--- src/rtl/hs_pkg.sv ---
package hs_pkg;

    localparam int DATA_W = 32;

    // host-status codes
    localparam logic [31:0] H_READY     = 32'h8765_4321;
    localparam logic [31:0] H_INFO_READ = 32'hA753_BD99;
    localparam logic [31:0] H_UP_PEND   = 32'hABCD_DCBA;
    localparam logic [31:0] H_UP_DONE   = 32'hD4C6_4A99;
    localparam logic [31:0] H_JUMP      = 32'h174F_C882;

    // device-status codes
    localparam logic [31:0] D_NOT_READY  = 32'h1234_5678;
    localparam logic [31:0] D_READY      = 32'h8765_4321;
    localparam logic [31:0] D_INFO_READY = 32'hBD53_EF99;
    localparam logic [31:0] D_DL_PEND    = 32'hABCD_DCBA;
    localparam logic [31:0] D_DL_DONE    = 32'hCAFE_FECA;
    localparam logic [31:0] D_AUTH_OK    = 32'hD4C6_4A99;
    localparam logic [31:0] D_AUTH_FAIL  = 32'h174F_C882;
    localparam logic [31:0] D_PUBKEY_RDY = 32'h7AB4_1D19;

    localparam logic [31:0] STAT_CLEAN   = 32'h1234_5678;

    // device address map (bytes)
    localparam logic [31:0] A_RING      = 32'h0000_0000;
    localparam logic [31:0] A_HOST_ST   = 32'h0000_1000;
    localparam logic [31:0] A_DEV_ST    = 32'h0000_1004;
    localparam logic [31:0] A_IMG_SIZE  = 32'h0000_1008;
    localparam logic [31:0] A_VERSION   = 32'h0000_100C;
    localparam logic [31:0] A_SIG       = 32'h0000_1040;
    localparam logic [31:0] A_HASH      = 32'h0000_1080;
    localparam logic [31:0] A_STAT_INFO = 32'h0000_1100;
    localparam logic [31:0] A_ERR_INFO  = 32'h0000_1104;
    localparam logic [31:0] A_DEV_INFO  = 32'h0000_110C;

    localparam logic [31:0] VERSION_WORD = 32'h0000_0001;

    typedef enum logic [4:0] {
        S_IDLE,
        S_WR_READY,
        S_WAIT_INFO,
        S_RD_INFO,
        S_WR_INFOREAD,
        S_WAIT_READY,
        S_WR_RING,
        S_WR_VER,
        S_WR_SIG,
        S_WR_HASH,
        S_WR_SIZE,
        S_WR_PEND,
        S_WAIT_PEND,
        S_STREAM_GO,
        S_STREAM_WAIT,
        S_WR_UPDONE,
        S_WAIT_AUTH,
        S_WAIT_PUBKEY,
        S_WR_JUMP,
        S_DIAG_STAT,
        S_DIAG_ERR,
        S_OK,
        S_FAIL
    } seq_st_e;

    typedef struct packed {
        seq_st_e     state;
        logic [7:0]  idx;
        logic        timeout;
        logic        err_valid;
        logic [7:0]  err_code;
        logic [31:0] info;
        logic        go;
    } seq_t;

    typedef struct packed {
        logic        req;
        logic        we;
        logic [31:0] addr;
        logic [31:0] wdata;
    } bus_t;

endpackage

--- src/rtl/hs_bus_port.sv ---
module hs_bus_port
    import hs_pkg::*;
(
    input  logic        clk,
    input  logic        rst_n,
    input  logic        cmd_valid,
    input  logic        cmd_we,
    input  logic [31:0] cmd_addr,
    input  logic [31:0] cmd_wdata,
    output logic        cmd_done,
    output logic        cmd_err,
    output logic [31:0] cmd_rdata,
    output logic        bus_req,
    output logic        bus_we,
    output logic [31:0] bus_addr,
    output logic [31:0] bus_wdata,
    input  logic        bus_ack,
    input  logic        bus_err,
    input  logic [31:0] bus_rdata
);

    bus_t bus_d, bus_q;

    always_comb begin
        bus_d = bus_q;
        if (bus_q.req) begin
            if (bus_ack) bus_d.req = 1'b0;
        end else if (cmd_valid) begin
            bus_d.req   = 1'b1;
            bus_d.we    = cmd_we;
            bus_d.addr  = cmd_addr;
            bus_d.wdata = cmd_wdata;
        end
    end

    always_ff @(posedge clk) begin
        if (!rst_n) bus_q <= '0;
        else        bus_q <= bus_d;
    end

    assign cmd_done  = bus_q.req & bus_ack;
    assign cmd_err   = bus_err;
    assign cmd_rdata = bus_rdata;
    assign bus_req   = bus_q.req;
    assign bus_we    = bus_q.we;
    assign bus_addr  = bus_q.addr;
    assign bus_wdata = bus_q.wdata;

endmodule

--- src/rtl/hs_wait_timer.sv ---
module hs_wait_timer #(
    parameter int LIMIT = 5_000_000
) (
    input  logic clk,
    input  logic rst_n,
    input  logic clr,
    output logic expired
);

    localparam int CNT_W = $clog2(LIMIT + 1);
    localparam logic [CNT_W-1:0] LIM = CNT_W'(LIMIT);

    logic [CNT_W-1:0] cnt_d, cnt_q;

    always_comb begin
        if (clr)              cnt_d = '0;
        else if (cnt_q == LIM) cnt_d = cnt_q;
        else                  cnt_d = cnt_q + 1'b1;
    end

    always_ff @(posedge clk) begin
        if (!rst_n) cnt_q <= '0;
        else        cnt_q <= cnt_d;
    end

    assign expired = (cnt_q == LIM);

endmodule

--- src/rtl/hs_seq_ctrl.sv ---
module hs_seq_ctrl
    import hs_pkg::*;
#(
    parameter int BLOCK_BYTES = 1024,
    parameter int SIG_WORDS   = 16,
    parameter int HASH_WORDS  = 2
) (
    input  logic        clk,
    input  logic        rst_n,
    input  logic        start,
    input  logic [31:0] pay_len,
    input  logic [31:0] img_word,
    input  logic        cmd_done,
    input  logic        cmd_err,
    input  logic [31:0] cmd_rdata,
    input  logic        tmr_expired,
    input  logic        stream_done,
    input  logic        stream_err,
    output logic        cmd_valid,
    output logic        cmd_we,
    output logic [31:0] cmd_addr,
    output logic [31:0] cmd_wdata,
    output logic        tmr_clr,
    output seq_t        seq
);

    localparam int BLK_LSB = $clog2(BLOCK_BYTES);
    localparam logic [7:0] SIG_LAST  = 8'(SIG_WORDS - 1);
    localparam logic [7:0] HASH_LAST = 8'(SIG_WORDS + HASH_WORDS - 1);

    seq_t    seq_d, seq_q;
    logic    rd_ok;
    logic    wr_st, wait_st;
    seq_st_e nxt_wr, nxt_ok, nxt_to;
    logic [31:0] exp_code;
    logic    len_bad;

    assign rd_ok   = cmd_done & ~cmd_err;
    assign len_bad = (pay_len[BLK_LSB-1:0] != '0);

    always_comb begin
        seq_d     = seq_q;
        seq_d.go  = 1'b0;
        cmd_valid = 1'b0;
        cmd_we    = 1'b0;
        cmd_addr  = '0;
        cmd_wdata = '0;
        wr_st     = 1'b0;
        wait_st   = 1'b0;
        nxt_wr    = seq_q.state;
        nxt_ok    = seq_q.state;
        nxt_to    = S_DIAG_STAT;
        exp_code  = '0;

        unique case (seq_q.state)
            S_IDLE, S_OK, S_FAIL: begin
                if (start) begin
                    seq_d.state     = S_WR_READY;
                    seq_d.idx       = '0;
                    seq_d.timeout   = 1'b0;
                    seq_d.err_valid = 1'b0;
                    seq_d.err_code  = '0;
                end
            end
            S_WR_READY: begin
                wr_st = 1'b1; cmd_addr = A_HOST_ST; cmd_wdata = H_READY;
                nxt_wr = S_WAIT_INFO;
            end
            S_WAIT_INFO: begin
                wait_st = 1'b1; exp_code = D_INFO_READY; nxt_ok = S_RD_INFO;
            end
            S_RD_INFO: begin
                cmd_valid = 1'b1; cmd_addr = A_DEV_INFO;
                if (rd_ok) begin
                    seq_d.info  = cmd_rdata;
                    seq_d.state = S_WR_INFOREAD;
                end
            end
            S_WR_INFOREAD: begin
                wr_st = 1'b1; cmd_addr = A_HOST_ST; cmd_wdata = H_INFO_READ;
                nxt_wr = S_WAIT_READY;
            end
            S_WAIT_READY: begin
                wait_st = 1'b1; exp_code = D_READY; nxt_ok = S_WR_RING;
            end
            S_WR_RING: begin
                wr_st = 1'b1; cmd_addr = A_RING; cmd_wdata = '1;
                nxt_wr = S_WR_VER;
            end
            S_WR_VER: begin
                wr_st = 1'b1; cmd_addr = A_VERSION; cmd_wdata = VERSION_WORD;
                nxt_wr = S_WR_SIG;
            end
            S_WR_SIG: begin
                cmd_valid = 1'b1; cmd_we = 1'b1;
                cmd_addr  = A_SIG + (32'(seq_q.idx) << 2);
                cmd_wdata = img_word;
                if (rd_ok) begin
                    seq_d.idx = seq_q.idx + 8'd1;
                    if (seq_q.idx == SIG_LAST) seq_d.state = S_WR_HASH;
                end
            end
            S_WR_HASH: begin
                cmd_valid = 1'b1; cmd_we = 1'b1;
                cmd_addr  = A_HASH + ((32'(seq_q.idx) - 32'(SIG_WORDS)) << 2);
                cmd_wdata = img_word;
                if (rd_ok) begin
                    seq_d.idx = seq_q.idx + 8'd1;
                    if (seq_q.idx == HASH_LAST) seq_d.state = S_WR_SIZE;
                end
            end
            S_WR_SIZE: begin
                wr_st = 1'b1; cmd_addr = A_IMG_SIZE; cmd_wdata = pay_len;
                nxt_wr = S_WR_PEND;
            end
            S_WR_PEND: begin
                wr_st = 1'b1; cmd_addr = A_HOST_ST; cmd_wdata = H_UP_PEND;
                nxt_wr = S_WAIT_PEND;
            end
            S_WAIT_PEND: begin
                wait_st = 1'b1; exp_code = D_DL_PEND; nxt_ok = S_STREAM_GO;
            end
            S_STREAM_GO: begin
                if (len_bad) begin
                    seq_d.state = S_DIAG_STAT;
                end else begin
                    seq_d.go    = 1'b1;
                    seq_d.state = S_STREAM_WAIT;
                end
            end
            S_STREAM_WAIT: begin
                if (stream_done) seq_d.state = stream_err ? S_DIAG_STAT : S_WR_UPDONE;
            end
            S_WR_UPDONE: begin
                wr_st = 1'b1; cmd_addr = A_HOST_ST; cmd_wdata = H_UP_DONE;
                nxt_wr = S_WAIT_AUTH;
            end
            S_WAIT_AUTH: begin
                wait_st = 1'b1; exp_code = D_AUTH_OK; nxt_ok = S_WR_JUMP;
                nxt_to  = S_WAIT_PUBKEY;
            end
            S_WAIT_PUBKEY: begin
                wait_st = 1'b1; exp_code = D_PUBKEY_RDY; nxt_ok = S_WR_JUMP;
            end
            S_WR_JUMP: begin
                wr_st = 1'b1; cmd_addr = A_HOST_ST; cmd_wdata = H_JUMP;
                nxt_wr = S_OK;
            end
            S_DIAG_STAT: begin
                cmd_valid = 1'b1; cmd_addr = A_STAT_INFO;
                if (rd_ok) seq_d.state = (cmd_rdata == STAT_CLEAN) ? S_FAIL : S_DIAG_ERR;
            end
            S_DIAG_ERR: begin
                cmd_valid = 1'b1; cmd_addr = A_ERR_INFO;
                if (rd_ok) begin
                    seq_d.err_code  = cmd_rdata[7:0];
                    seq_d.err_valid = 1'b1;
                    seq_d.state     = S_FAIL;
                end
            end
            default: seq_d.state = S_IDLE;
        endcase

        if (wr_st) begin
            cmd_valid = 1'b1;
            cmd_we    = 1'b1;
            if (rd_ok) seq_d.state = nxt_wr;
        end

        if (wait_st) begin
            cmd_valid = 1'b1;
            cmd_addr  = A_DEV_ST;
            if (rd_ok) begin
                if (cmd_rdata == exp_code) begin
                    seq_d.state = nxt_ok;
                end else if (tmr_expired) begin
                    seq_d.state = nxt_to;
                    if (nxt_to == S_DIAG_STAT) seq_d.timeout = 1'b1;
                end
            end
        end

        // a faulty access ends the run with no diagnostics
        if (cmd_valid && cmd_done && cmd_err) seq_d.state = S_FAIL;
    end

    always_ff @(posedge clk) begin
        if (!rst_n) seq_q <= '{state: S_IDLE, default: '0};
        else        seq_q <= seq_d;
    end

    assign tmr_clr = (seq_d.state != seq_q.state);
    assign seq     = seq_q;

endmodule

--- src/rtl/hs_boot_seq.sv ---
module hs_boot_seq
    import hs_pkg::*;
#(
    parameter int TIMEOUT_CYC = 5_000_000,
    parameter int BLOCK_BYTES = 1024,
    parameter int SIG_WORDS   = 16,
    parameter int HASH_WORDS  = 2,
    localparam int IDX_W      = $clog2(SIG_WORDS + HASH_WORDS)
) (
    input  logic             clk,
    input  logic             rst_n,
    input  logic             start,
    input  logic [31:0]      pay_len,
    output logic [IDX_W-1:0] img_idx,
    input  logic [31:0]      img_word,
    output logic             bus_req,
    output logic             bus_we,
    output logic [31:0]      bus_addr,
    output logic [31:0]      bus_wdata,
    input  logic             bus_ack,
    input  logic [31:0]      bus_rdata,
    input  logic             bus_err,
    output logic             stream_go,
    input  logic             stream_done,
    input  logic             stream_err,
    output logic             busy,
    output logic             done_ok,
    output logic             fail,
    output logic             timeout,
    output logic [7:0]       err_code,
    output logic             err_valid,
    output logic [31:0]      dev_info
);

    logic        cmd_valid, cmd_we, cmd_done, cmd_err;
    logic [31:0] cmd_addr, cmd_wdata, cmd_rdata;
    logic        tmr_clr, tmr_expired;
    seq_t        seq;

    hs_bus_port u_port (
        .clk       (clk),
        .rst_n     (rst_n),
        .cmd_valid (cmd_valid),
        .cmd_we    (cmd_we),
        .cmd_addr  (cmd_addr),
        .cmd_wdata (cmd_wdata),
        .cmd_done  (cmd_done),
        .cmd_err   (cmd_err),
        .cmd_rdata (cmd_rdata),
        .bus_req   (bus_req),
        .bus_we    (bus_we),
        .bus_addr  (bus_addr),
        .bus_wdata (bus_wdata),
        .bus_ack   (bus_ack),
        .bus_err   (bus_err),
        .bus_rdata (bus_rdata)
    );

    hs_wait_timer #(.LIMIT(TIMEOUT_CYC)) u_timer (
        .clk     (clk),
        .rst_n   (rst_n),
        .clr     (tmr_clr),
        .expired (tmr_expired)
    );

    hs_seq_ctrl #(
        .BLOCK_BYTES (BLOCK_BYTES),
        .SIG_WORDS   (SIG_WORDS),
        .HASH_WORDS  (HASH_WORDS)
    ) u_ctrl (
        .clk         (clk),
        .rst_n       (rst_n),
        .start       (start),
        .pay_len     (pay_len),
        .img_word    (img_word),
        .cmd_done    (cmd_done),
        .cmd_err     (cmd_err),
        .cmd_rdata   (cmd_rdata),
        .tmr_expired (tmr_expired),
        .stream_done (stream_done),
        .stream_err  (stream_err),
        .cmd_valid   (cmd_valid),
        .cmd_we      (cmd_we),
        .cmd_addr    (cmd_addr),
        .cmd_wdata   (cmd_wdata),
        .tmr_clr     (tmr_clr),
        .seq         (seq)
    );

    assign img_idx   = seq.idx[IDX_W-1:0];
    assign stream_go = seq.go;
    assign done_ok   = (seq.state == S_OK);
    assign fail      = (seq.state == S_FAIL);
    assign busy      = !(seq.state inside {S_IDLE, S_OK, S_FAIL});
    assign timeout   = seq.timeout;
    assign err_code  = seq.err_code;
    assign err_valid = seq.err_valid;
    assign dev_info  = seq.info;

endmodule


--- config.mk ---
export PLATFORM = sky130hd
export DESIGN_NAME = hs_boot_seq
export DESIGN_NICKNAME = d
export VERILOG_FILES = /design/src/rtl/hs_pkg.sv /design/src/rtl/hs_bus_port.sv /design/src/rtl/hs_wait_timer.sv /design/src/rtl/hs_seq_ctrl.sv /design/src/rtl/hs_boot_seq.sv
export SDC_FILE = /design/constraint.sdc
export NUM_CORES = 1
export LEC_CHECK = 0
export BUFFER_PORTS_ARGS = -buffer_cell sky130_fd_sc_hd__buf_2
export CAP_MARGIN = 10
export CORE_ASPECT_RATIO = 1.75
export CORE_UTILIZATION = 40
export DETAILED_ROUTE_END_ITERATION = 7
export PLACE_DENSITY = 0.73
export SLEW_MARGIN = 20
export SYNTH_ARGS = -nofsm -noshare
export SYNTH_HDL_FRONTEND = slang
export SYNTH_SLANG_ARGS = --single-unit
--- constraint.sdc ---
create_clock -name clk -period 3.8 [get_ports clk]
set_input_delay 0.19 -clock clk [delete_from_list [all_inputs] [get_ports clk]]
set_output_delay 0.19 -clock clk [all_outputs]
set_load 0.005 [all_outputs]
==> flow_results.org <==
** Synth
- Post-synthesis simple-gate area fraction :: 30.60%
- After synthesis, the mean cell area works out to 7.635 um2.
- Of the post-synthesis cell area, the part taken by muxes is 1.167%.
- After synthesis, the largest family of logic cells by area is simple AND/OR/NAND/NOR gates.
- Area fraction in compound gates after synthesis :: 21.74%
- Netlist Area Pre-Place :: 8467 um2
- Of all flip-flops after synthesis, the portion carrying an async set or reset was 0%.
- Synth unique cells :: 92
- Count of flip-flops with a built-in enable after synthesis :: 0
- Synthesis produced 1,109 cells.
- XOR/XNOR Fraction of Synth Area :: 4.049%
- After synthesis, flip-flops and latches occupy 29.32% of the total area.
- Adder-cell share of the synthesized area :: 1.330%
- Register bit count reported by yosys :: 124
- Among all flip-flop cells after synthesis, the most frequent one is dfxtp_1.
- Yosys printed 0 warnings.

** Timing
- Sum of negative setup slack :: 0 ns
- Setup repair after global routing could not meet its margin everywhere.
- Headroom to the max-slew limit :: 28.89%
- Timing would allow up to 269.9 MHz.
- Setup violations remaining at the end of the flow were counted as 0.
- Slew at the pin closest to its max-slew limit :: 1.064 ns
- Final worst hold slack :: 0.02619 ns
- Max Clock Skew :: 0.01321 ns
- The number of endpoints with negative hold slack in the final report came to 0.
- Ratio of final minimum period to clock period :: 97.52%
- Final max-slew violation count :: 0
- Time the final worst path needs with I/O delays and setup :: 3.706 ns

** Outcome
- Failing checks :: DRC
- Status :: finished, violations left

** Clocking
- In this run the deepest clock path goes through 2 buffers.
- Counting the buffers created by CTS gives 17.
- Level count of the clock H-tree :: 4
- The tree is rooted in a clkbuf_16.
- Number of hold buffers added after CTS :: 0
- TritonCTS built the clock tree.
- Skew-Pair Late Insertion Delay :: 0.45 ns
- Clock-pin slew was measured on the worst setup and hold paths at 0.06 ns.
- CTS sink count :: 124

** Layout
- The multi-input combinational cells in the finished layout cover a total of 5147 um2.
- Summing all non-filler instances in the final layout gives an area of 10,240 um2.
- Layout overhead on the synthesized area :: 20.97%
- The layout has 2,088 filler cells.
- Summing all flip-flop and latch instances after layout gives 2487 um2.
- ANT cells :: 0
- Measured on the finished design, the core utilization comes to 49.14%.
- The net count of the finished layout is 1,385.
- Cells with a size suffix above 1 make up 28.17% of the layout.
- Leaving out filler cells and counting taps, the final layout contains 1,537.

** Drt
- After detailed routing, the number of vias per cell comes to 5.988.
- Remaining antenna violation count :: 0
- DRC violation total after the first TritonRoute iteration :: 720
- Aggregate routed wire length :: 33.49 mm
- Dividing the detail-routed wire length by the instance count gives 21.79 um.
- Detailed routing inserted a total of 9,204 vias.
- Initial DRT Pass Iterations :: 8
- Residual DRC count :: 8

** Global routing
- The initial antenna violation count was 0.
- Wire length of the first global-routing pass :: 50.56 mm
- After global routing the overflow that remains totals 0.
- Pin count of the biggest net entering global routing :: 63
- Aggregate global-route resource usage :: 30.41%
- Via count of the first global-routing pass :: 8,994

** Floorplanning
- Ports placed on the boundary :: 220
- Std-Cell Rows :: 70
- Chip Width :: 112.0 um
- The die covers 21,780 um2.
- Std-Cell Core Area :: 20,850 um2
- The initial utilization of the core area, before any placement, comes to 40.62%.
- Vertical extent of the die :: 194.5 um

** Worst setup path
- STA classifies the critical path startpoint as a register.
- STA classifies the critical path endpoint as a register.
- Largest driver fanout on the critical path :: 13
- Required time worst endpoint :: 4.08 ns
- Worst setup path class :: reg -> reg
- Crit path arrival time :: 3.99 ns

** Run
- The tool flagged a number of max-cap violations equal to 0.

** Place
- Number of port buffers :: 198
- Summed over all nets, the half-perimeter wirelength after detailed placement is 25.07 mm.
- The placed instances occupy a cell area of 9542 um2.
- At the end of routability-driven placement, the weighted congestion stood at 1.010.
- Number of cells in the design after placement :: 1,501

** Power and ir drop
- For this design the static power due to leakage is 4.068 nW.
- Worst voltage drop across the vdd grid :: 0.2905 mV
- P per Cell Area :: 355.4 nW/um2

** Worst hold path
- In this run the worst hold path is classified as in -> reg.
[worst max-delay path, stage by stage, from the launching register on]
cell and delay [ns]:
dfxtp_2 0.48, buf_4 0.24, nor3b_4 0.35, a2111oi_0 0.13, a211oi_1 0.25, nand4_1 0.13
or4_1 0.63, nor4_4 0.30, mux2i_4 0.16, xnor2_2 0.74, nor4b_2 0.12
[synthesized netlist by cell type, types with 17 or more instances]
library cell	instances	area share (%)
a21oi_1	105	6.2
a221oi_1	22	2.3
buf_4	72	6.4
clkbuf_1	55	2.4
dfxtp_1	124	29
nand2_1	141	6.3
nand3_1	38	2.2
nand4_1	17	1.3
nor2_1	98	4.3
nor3_1	55	3.3
nor4b_2	20	3.5
o21ai_0	52	3.1
xor2_1	23	2.4
[repair_timing]
item                                    4_1_cts  5_1_grt
endpoints found under the setup margin        0       23
buffers inserted                              0        3
gates resized for setup                       0        5
[through the flow]
| stage | power, mW | setup slack, ns |
|---|---|---|
| 6_report | 3.641 | 0.09438 |
| 5_1_grt | 3.750 | -0.04635 |
| 4_1_cts | 3.627 | 0.1194 |
| 3_3_place_gp | 1.915 | 0.2161 |
| 2_1_floorplan | 1.711 | 0.5131 |
| 3_5_place_dp | 1.915 | 0.1512 |
[state kept, by name, summed over array words and instances, names as in the netlist]
register          count
u_port.bus_addr      11
u_port.bus_req        1
u_timer.cnt_q        23
u_ctrl.seq           56
u_port.bus_wdata     32
u_port.bus_we         1
[area by class of cell]
cell class,instances,area share [%]
well taps,252,3.078
clock inverters,10,1.368
inverters,19,0.7085
multi-input cells,839,50.26
flip-flops and latches,124,24.29
clock buffers,21,4.593
repair buffers,272,15.71
[routing by layer]
| metal | wire, um | global-route usage, % | vias to the layer above |
|---|---|---|---|
| met4 | 2549 | 23.31 | 0 |
| li1 | - | - | 4268 |
| met1 | 11890 | 30.76 | 4323 |
| met2 | 17140 | 54.59 | 470 |
| met3 | 1914 | 5.706 | 143 |
| met5 | 0 | 0 | - |
[logic make-up (layout without fill, tap and decap cells)]
group	Yosys count	after routing
mux	9	9
simple gates	473	473
other cells	1	21
buf+inv	168	322
flops	124	124
compound gates	288	288
fa+ha+maj	9	9
xor+xnor	37	39
[power breakdown]
part / internal, mW / switching [mW]
sequential: 1.34 / 0.0293
combinational: 0.216 / 0.331
clock: 1.08 / 0.642
total: 2.64 / 1.00
[final timing paths]
path,startpoint,to,slack [ns],cells after the start
max,u_ctrl.seq[51],u_timer.cnt_q[3],0.09,10
min,bus_rdata[22],u_ctrl.seq[23],0.03,3
max reg2reg,u_ctrl.seq[51],u_timer.cnt_q[3],0.09,10
min reg2reg,u_ctrl.seq[24],u_ctrl.seq[24],0.45,2
[cell usage in the layout (no fill, tap or decap), drive strengths merged, types with 21 or more instances in the layout]
cell	count
a21oi	105
conb	21
o21ai	54
xor2	23
a221oi	22
nor4b	28
nor2	99
buf	272
nand2	141
nand3	38
clkbuf	21
dfxtp	124
nor3	55
Power figures use the tool's default switching activity.
